<file path="src/rtl/spi_baud_gen_pkg.sv">
package spi_baud_gen_pkg;

  typedef struct packed {
    logic setHigh;
    logic setLow;
  } edgeCmd_t;

  function automatic int prescFactor(input int code);
    case (code)
      0: prescFactor = 2;
      1: prescFactor = 3;
      2: prescFactor = 5;
      default: prescFactor = 7;
    endcase
  endfunction

  function automatic int scaleFactor(input int code);
    if (code < 4) scaleFactor = 2 * (code + 1);
    else          scaleFactor = 1 << code;
  endfunction

endpackage

</file>
<file path="src/rtl/spi_baud_ctrl.sv">
module spi_baud_ctrl
  import spi_baud_gen_pkg::*;
#(
  parameter int SCALE_CODE_W = 4,
  parameter int CNT_W        = 19
) (
  input  logic                    clk,
  input  logic                    rstN,
  input  logic                    enable,
  input  logic [1:0]              prescCode,
  input  logic [SCALE_CODE_W-1:0] scaleCode,
  input  logic                    dblRate,
  output edgeCmd_t                cmd
);

  int               ratioInt;
  logic [CNT_W-1:0] totalD;
  logic [CNT_W-1:0] lowD;
  logic [CNT_W-1:0] totalQ;
  logic [CNT_W-1:0] lowQ;
  logic [CNT_W-1:0] cnt;

  always_comb begin
    ratioInt = prescFactor(int'(prescCode)) * scaleFactor(int'(scaleCode));
    if (dblRate) ratioInt = ratioInt / 2;
    totalD = CNT_W'(ratioInt);
    lowD   = totalD - (totalD >> 1);
  end

  always_ff @(posedge clk or negedge rstN) begin
    if (!rstN) begin
      cnt    <= '0;
      totalQ <= CNT_W'(2);
      lowQ   <= CNT_W'(1);
    end else if (!enable) begin
      cnt    <= '0;
      totalQ <= totalD;
      lowQ   <= lowD;
    end else if (cnt == totalQ - CNT_W'(1)) begin
      cnt <= '0;
    end else begin
      cnt <= cnt + CNT_W'(1);
    end
  end

  always_comb begin
    cmd.setHigh = enable && (cnt == lowQ - CNT_W'(1));
    cmd.setLow  = enable && (cnt == totalQ - CNT_W'(1));
  end

  AST_CNT_IN_RANGE: assert property (@(posedge clk) disable iff (!rstN)
    enable |-> (cnt < totalQ));

  AST_CFG_HELD: assert property (@(posedge clk) disable iff (!rstN)
    $past(enable) && enable |-> $stable(totalQ) && $stable(lowQ));

  AST_CMD_EXCL: assert property (@(posedge clk) disable iff (!rstN)
    !(cmd.setHigh && cmd.setLow));

endmodule

</file>
<file path="src/rtl/spi_baud_dp.sv">
module spi_baud_dp
  import spi_baud_gen_pkg::*;
(
  input  logic     clk,
  input  logic     rstN,
  input  logic     enable,
  input  edgeCmd_t cmd,
  output logic     sckOut,
  output logic     sckRise,
  output logic     sckFall
);

  always_ff @(posedge clk or negedge rstN) begin
    if (!rstN) begin
      sckOut  <= 1'b0;
      sckRise <= 1'b0;
      sckFall <= 1'b0;
    end else if (!enable) begin
      sckOut  <= 1'b0;
      sckRise <= 1'b0;
      sckFall <= 1'b0;
    end else begin
      sckRise <= cmd.setHigh;
      sckFall <= cmd.setLow;
      if (cmd.setHigh)     sckOut <= 1'b1;
      else if (cmd.setLow) sckOut <= 1'b0;
    end
  end

  AST_RISE_MATCH: assert property (@(posedge clk) disable iff (!rstN)
    sckRise |-> sckOut && !$past(sckOut));

  AST_FALL_MATCH: assert property (@(posedge clk) disable iff (!rstN)
    sckFall |-> !sckOut && $past(sckOut));

  AST_IDLE_LOW: assert property (@(posedge clk) disable iff (!rstN)
    !enable |=> !sckOut && !sckRise && !sckFall);

endmodule

</file>
<file path="src/rtl/spi_baud_gen.sv">
module spi_baud_gen
  import spi_baud_gen_pkg::*;
#(
  parameter int SCALE_CODE_W = 4
) (
  input  logic                    clk,
  input  logic                    rstN,
  input  logic                    enable,
  input  logic [1:0]              prescCode,
  input  logic [SCALE_CODE_W-1:0] scaleCode,
  input  logic                    dblRate,
  output logic                    sckOut,
  output logic                    sckRise,
  output logic                    sckFall
);

  localparam int MAX_SCALE_LOG = (1 << SCALE_CODE_W) - 1;
  localparam int CNT_W         = MAX_SCALE_LOG + 4;

  edgeCmd_t cmd;

  spi_baud_ctrl #(
    .SCALE_CODE_W(SCALE_CODE_W),
    .CNT_W       (CNT_W)
  ) u_ctrl (
    .clk      (clk),
    .rstN     (rstN),
    .enable   (enable),
    .prescCode(prescCode),
    .scaleCode(scaleCode),
    .dblRate  (dblRate),
    .cmd      (cmd)
  );

  spi_baud_dp u_dp (
    .clk    (clk),
    .rstN   (rstN),
    .enable (enable),
    .cmd    (cmd),
    .sckOut (sckOut),
    .sckRise(sckRise),
    .sckFall(sckFall)
  );

endmodule

</file>
<file path="config.mk">
export PLATFORM = sky130hd
export DESIGN_NAME = spi_baud_gen
export DESIGN_NICKNAME = d
export VERILOG_FILES = /design/src/rtl/spi_baud_gen_pkg.sv /design/src/rtl/spi_baud_ctrl.sv /design/src/rtl/spi_baud_dp.sv /design/src/rtl/spi_baud_gen.sv
export SDC_FILE = /design/constraint.sdc
export NUM_CORES = 1
export LEC_CHECK = 0
export BUFFER_PORTS_ARGS = -buffer_cell sky130_fd_sc_hd__buf_2
export CAP_MARGIN = 20
export CORE_MARGIN = 1.5
export CORE_UTILIZATION = 55
export DETAILED_ROUTE_END_ITERATION = 6
export PLACE_DENSITY_LB_ADDON = 0.2
export REMOVE_ABC_BUFFERS = 1
export SYNTH_ARGS = -nofsm -noshare
export SYNTH_HDL_FRONTEND = slang
export SYNTH_HIERARCHICAL = 1
export SYNTH_SLANG_ARGS = --single-unit
</file>
<file path="constraint.sdc">
create_clock -name clk -period 2.7 [get_ports clk]
set_input_delay 0.27 -clock clk [delete_from_list [all_inputs] [get_ports clk]]
set_output_delay 0.27 -clock clk [all_outputs]
set_load 0.01 [all_outputs]
</file>
=== After elaboration in Yosys (flattened, before gate mapping) ===
Cells that the tools add are included.

* Flip-flop bits (word level): 60
* Output and inout port bits: 3

* Add/sub/neg operators: 6
* Multiply operators: 1
* $lt $le $gt $ge: 1
* Equal/unequal tests: 5
* Shifts and indexed selects: 1
* Muxes and demuxes: 10
* Bitwise gates (word level): 1
* Reduce and logical (&&, ||, !) cells: 3

{| class="wikitable"
|+ Operators with widths
! kind !! number
|-
| 2-to-1 mux 19 bit || 3
|-
| equality test 19 bit || 2
|-
| subtractor 19 x 1 -> 19 bit, second input constant || 2
|-
| multiplier 4 x 32 -> 32 bit || 1
|-
| 2-to-1 mux 32 bit || 1
|-
| << shifter 1 x 4 -> 32 bit, first input constant || 1
|-
| adder 19 x 1 -> 19 bit || 1
|-
| adder 19 x 1 -> 19 bit, second input constant || 1
|-
| subtractor 19 x 18 -> 19 bit || 1
|-
| one-hot mux 3 bit (3 select lines) || 1
|-
| adder 4 x 1 -> 5 bit, second input constant || 1
|-
| 2-to-1 mux 1 bit || 5
|-
| less-than comparator 4 x 3 -> 1 bit, second input constant || 1
|-
| inequality test 3 x 1 -> 1 bit, second input constant || 1
|-
| equality test 2 x 1 -> 1 bit, second input constant || 1
|-
| equality test 2 bit, second input constant || 1
|-
| logical AND 1 bit || 2
|-
| zero test 2 bit || 1
|-
| AND 1 bit || 1
|}

=== Longest topological paths before layout ===
* Word-level depth: 7
* Depth in mapped cells: 28
* Gate-level depth less buffers: 28

=== Hierarchy ===
Netlist, hierarchy kept.

{| class="wikitable"
|+ Modules (own cells, without submodules)
! module !! times used !! cells each !! area an instance (sq um) !! sequential area each (sq um)
|-
| spi_baud_ctrl || 1 || 833 || 6673.9 || 1428.9
|-
| spi_baud_dp || 1 || 7 || 101.3 || 75.1
|}

=== Least setup slack after synthesis ===
OpenSTA, ideal clock, no wires.

* Kind: input -> register
* Start point: input scaleCode[0]
* End point: register u_ctrl.lowQ[16]
* Setup time: 0.125 ns
* Data arrival time: 5.288 ns
* Required time: 2.575 ns
* Slack: -2.713 ns
* Stages: 27
* Buffers on the path: 0
* Path through: ha_1 -> ha_1 -> nand2_1 -> o21ai_0 -> nand2b_1 -> nor2_1 -> ha_1 -> inv_1 -> fa_1 -> inv_1 -> ha_1 -> a21oi_1 -> o22ai_1 -> a21oi_1 -> xnor2_1 -> mux2_2 -> inv_1 -> ha_1 -> or4_1 -> o21a_1 -> a211o_1 -> or3b_1 -> o2111a_1 -> o221ai_1 -> a31oi_1 -> xnor2_1 -> mux2_2

{| class="wikitable"
|+ RTL lines
! what !! line !! text
|-
| from (decl) || spi_baud_gen.sv:10 || <nowiki>input logic [SCALE_CODE_W-1:0] scaleCode,</nowiki>
|-
| to (signal assigned) || spi_baud_ctrl.sv:38 || <nowiki>lowQ <= lowD;</nowiki>
|-
| to (decl) || spi_baud_ctrl.sv:20 || <nowiki>logic [CNT_W-1:0] lowQ;</nowiki>
|}

=== Worst setup path after layout ===
* Start point: input scaleCode[0]
* End point: register u_ctrl.lowQ[16]

* Cells in the longest elaborated chain, start to end: 7
* Elaborated cells on any way between the ends: 9

{| class="wikitable"
|+ RTL lines
! what !! line !! text
|-
| adder 4 x 1 -> 5 bit (tied with other cells) || spi_baud_gen_pkg.sv:18 || <nowiki>if (code < 4) scaleFactor = 2 * (code + 1);</nowiki>
|-
| 2-to-1 mux 32 bit (*) || spi_baud_gen_pkg.sv:18 ||
|-
| multiplier 4 x 32 -> 32 bit (*) || spi_baud_ctrl.sv:24 || <nowiki>ratioInt = prescFactor(int'(prescCode)) * scaleFactor(int'(scaleCode));</nowiki>
|-
| AND 1 bit (no source line) || -- ||
|-
| adder 19 x 1 -> 19 bit (no source line) || -- ||
|-
| 2-to-1 mux 19 bit (*) || spi_baud_ctrl.sv:25 || <nowiki>if (dblRate) ratioInt = ratioInt / 2;</nowiki>
|-
| subtractor 19 x 18 -> 19 bit (*) || spi_baud_ctrl.sv:27 || <nowiki>lowD = totalD - (totalD >> 1);</nowiki>
|}

Every way passes the cells marked *; elsewhere a longest branch is shown, timed or not.
A chain may end at the register's enable or synchronous reset.

==> flow_metrics.env <==
export IMPL_hold_viol_final=0
export IMPL_fp_row_count=40
export IMPL_diodes=0
export IMPL_setup_tns_ns=-57.34
export IMPL_htreeDepth=3
export IMPL_synthAdderAreaFrac=0.1566
export IMPL_die_w_um=114.0
export IMPL_die_h_um=114.0
export IMPL_crit_fanout=5
export IMPL_final_period_utilization=2.042
export IMPL_startpoint_type="primary input"
export IMPL_design_die_area_um2=12990
export IMPL_grt_pass1_vias=7285
export IMPL_portBuffers=12
export IMPL_synth_area_top_cells="dfrtp_1, ha_1, xnor2_1"
export IMPL_first_pass_iters=5
export IMPL_ant_nets=0
export IMPL_maxCapViolations=0
export IMPL_io_pins=13
export IMPL_synth_xor_area_share=0.1189
export IMPL_critical_path_class="in2reg"
export IMPL_vias=7491
export IMPL_grt_usage=0.3259
export IMPL_slowest_delay_ns=0.56
export IMPL_async_reset_ff_frac=1.000
export IMPL_clkSinkCount=60
export IMPL_power_density_nw_per_um2=493.4
export IMPL_slew_headroom=0.3932
export IMPL_seq_area_frac_synth=0.2220
export IMPL_failed_checks="negative setup slack"
export IMPL_gp_congestion=0.9257
export IMPL_yosysMostFrequentCell="inv_1"
export IMPL_drc=0
export IMPL_ys_warn_count=6
export IMPL_synthMuxAreaShare=0.04174
export IMPL_area_growth_pct=46.54
export IMPL_nets=1132
export IMPL_post_drt_wl_per_cell_um=20.21
export IMPL_fmax_ghz=0.1814
export IMPL_cts_made_buffers=9
export IMPL_ctsLongestPathBuffers=2
export IMPL_synth_ff_type="dfrtp_1"
export IMPL_total_leakage_power_nw=4.605
export IMPL_cp_data_arrival_time_ns=5.73
export IMPL_p_total_mw=4.899
export IMPL_coreArea_um2=12010
export IMPL_yosys_cell_types_count=73
export IMPL_slowest_stage="fa_1"
export IMPL_setup_ws_ns=-2.813
export IMPL_clock_skew_ns=0.009237
export IMPL_fill_cells=647
export IMPL_clk_pin_slew_ns=0.05
export IMPL_antenna_found_initial=0
export IMPL_crit_top_cell="ha_4"
export IMPL_setup_viol=55
export IMPL_vias_per_cell=6.248
export IMPL_crit_path_end_kind="flop"
export IMPL_wl_um=24240
export IMPL_ys_seq_elements=60
export IMPL_synth_top_family_by_area="simple AND/OR/NAND/NOR gates"
export IMPL_whs_ns=0.1010
export IMPL_netlist_area_leader_share=0.2142
export IMPL_yosysTopAreaCell="dfrtp_1"
export IMPL_multi_input_area_um2=5804
export IMPL_hold_class="in2async"
export IMPL_synthSimpleGateAreaFrac=0.2367
export IMPL_drv_slew=0
export IMPL_utilization=0.8266
export IMPL_grt_pass1_wl_um=33760
export IMPL_status="finished with violations"
export IMPL_min_period_ns=5.513
export IMPL_drive_gt1_frac=0.4116
export IMPL_netlist_area_um2=6775
export IMPL_grt_setup_unrepaired="true"
export IMPL_avgSynthCellArea_um2=8.066
export IMPL_cts_root_buf="clkbuf_16"
export IMPL_synth_edf_count=0
export IMPL_synthCells=840
export IMPL_synth_common_cells="inv_1, nand2_1, nor2_1, ha_1, dfrtp_1"
export IMPL_drt_initial_drc_count=591
export IMPL_critPathRequiredTime_ns=2.92
export IMPL_worst_pin_slew_ns=0.9093
export IMPL_hold_buffers=0
export IMPL_start_util=0.5641
export IMPL_grt_start_max_net_pins=61
export IMPL_synth_compound_area_frac=0.1559
export IMPL_max_vdd_ir_drop_uv=305.6
export IMPL_dp_hpwl_um=13500
export IMPL_insertion_delay_ns=0.34
export IMPL_cts_tree="yes"
export IMPL_overflow=0
export IMPL_register_area_um2=1504
## layer usage
| layer | track usage | part of all wire | up-vias |
|---|---|---|---|
| li1 | - | - | 3329 |
| met1 | 0.3487 | 0.36 | 3587 |
| met2 | 0.6080 | 0.50 | 405 |
| met3 | 0.04463 | 0.055 | 170 |
| met4 | 0.1942 | 0.083 | 0 |
| met5 | 0 | 0 | - |
## power by group
group,total (mW),internal (mW),switching [mW],leakage [nW]
logic,2.48,1.22,1.26,3.67
clock network,1.23,0.827,0.404,0.159
registers,1.19,1.04,0.152,0.776
## final cells by class
| cell class | instances | area share |
|---|---|---|
| Clock buffer | 11 | 0.02445 |
| Timing Repair Buffer | 231 | 0.1831 |
| Inverter | 78 | 0.03025 |
| Tap cell | 147 | 0.01853 |
| Sequential cell | 60 | 0.1515 |
| Clock inverter | 5 | 0.007561 |
| Multi-Input combinational cell | 667 | 0.5846 |
## path summary, 6_finish.rpt
| kind | endpoint | slack [ns] | startpoint | cells past startpoint |
|---|---|---|---|---|
| worst max-delay path | u_ctrl/lowQ[16] | -2.81 | scaleCode[0] | 30 |
| worst min-delay path | u_ctrl/cnt[0] | 0.10 | rstN | 2 |
| worst max register to register | u_dp/sckOut | -0.39 | u_ctrl/totalQ[8] | 10 |
| worst min register to register | u_ctrl/lowQ[0] | 0.51 | u_ctrl/lowQ[0] | 2 |
| max in group asynchronous | u_ctrl/lowQ[15] | 2.10 | rstN | 2 |
| min in group clk | u_ctrl/lowQ[2] | 0.25 | enable | 3 |
## logic make-up (layout without fill, tap and decap cells)
group,after synthesis,after routing
adder cells (fa/ha/maj),76,76
XOR/XNOR,92,92
flip-flops,60,60
buffers and inverters,114,325
multiplexers,26,26
AND/OR/NAND/NOR,312,312
AO/OA/AOI/OAI,159,159
other,1,2
## critical path: cells and delay by family
| family | cells | cell delay (ns) |
|---|---|---|
| fa+ha+maj | 6 | 1.87 |
| buf+inv | 6 | 0.54 |
| xor+xnor | 1 | 0.15 |
| mux | 1 | 0.27 |
| simple gates | 6 | 0.93 |
| compound gates | 10 | 1.67 |
## metrics by stage
stage               cell area (µm²)  worst slack [ns]  std cells
detailed placement             8202            -3.189       1143
finish                         9928            -2.813       1199
global placement               8202            -2.944       1143
floorplan                      6614            -2.713        805
CTS                            9398            -2.527       1189
global route                   9928            -2.944       1199
## sequential cells by signal (all words and copies together) (netlist names)
register and cells:
u_ctrl/totalQ 19, u_dp/sckOut 1, u_ctrl/cnt 19, u_ctrl/lowQ 19, u_dp/sckRise 1, u_dp/sckFall 1
## cell usage in the layout, fill, tap and decap left out, types with 10 or more instances in the layout
cell	count
ha_1	34
nand2b_1	11
o21ai_1	19
xor2_1	34
inv_2	18
mux2_2	13
nand3_1	24
nor2_2	15
nand2_1	67
inv_1	57
nor2_1	56
o21ai_0	17
dfrtp_1	58
a21oi_1	17
nor3_1	19
fa_1	14
and3_1	25
buf_6	25
buf_2	10
ha_4	23
xnor2_1	44
buf_4	194
and2_1	16
## timing repair
action	CTS	global route
gates resized for setup	151	93
pin swaps	69	71
setup endpoints to repair	56	57
setup buffers	30	18
Power figures use the tool's default switching activity.
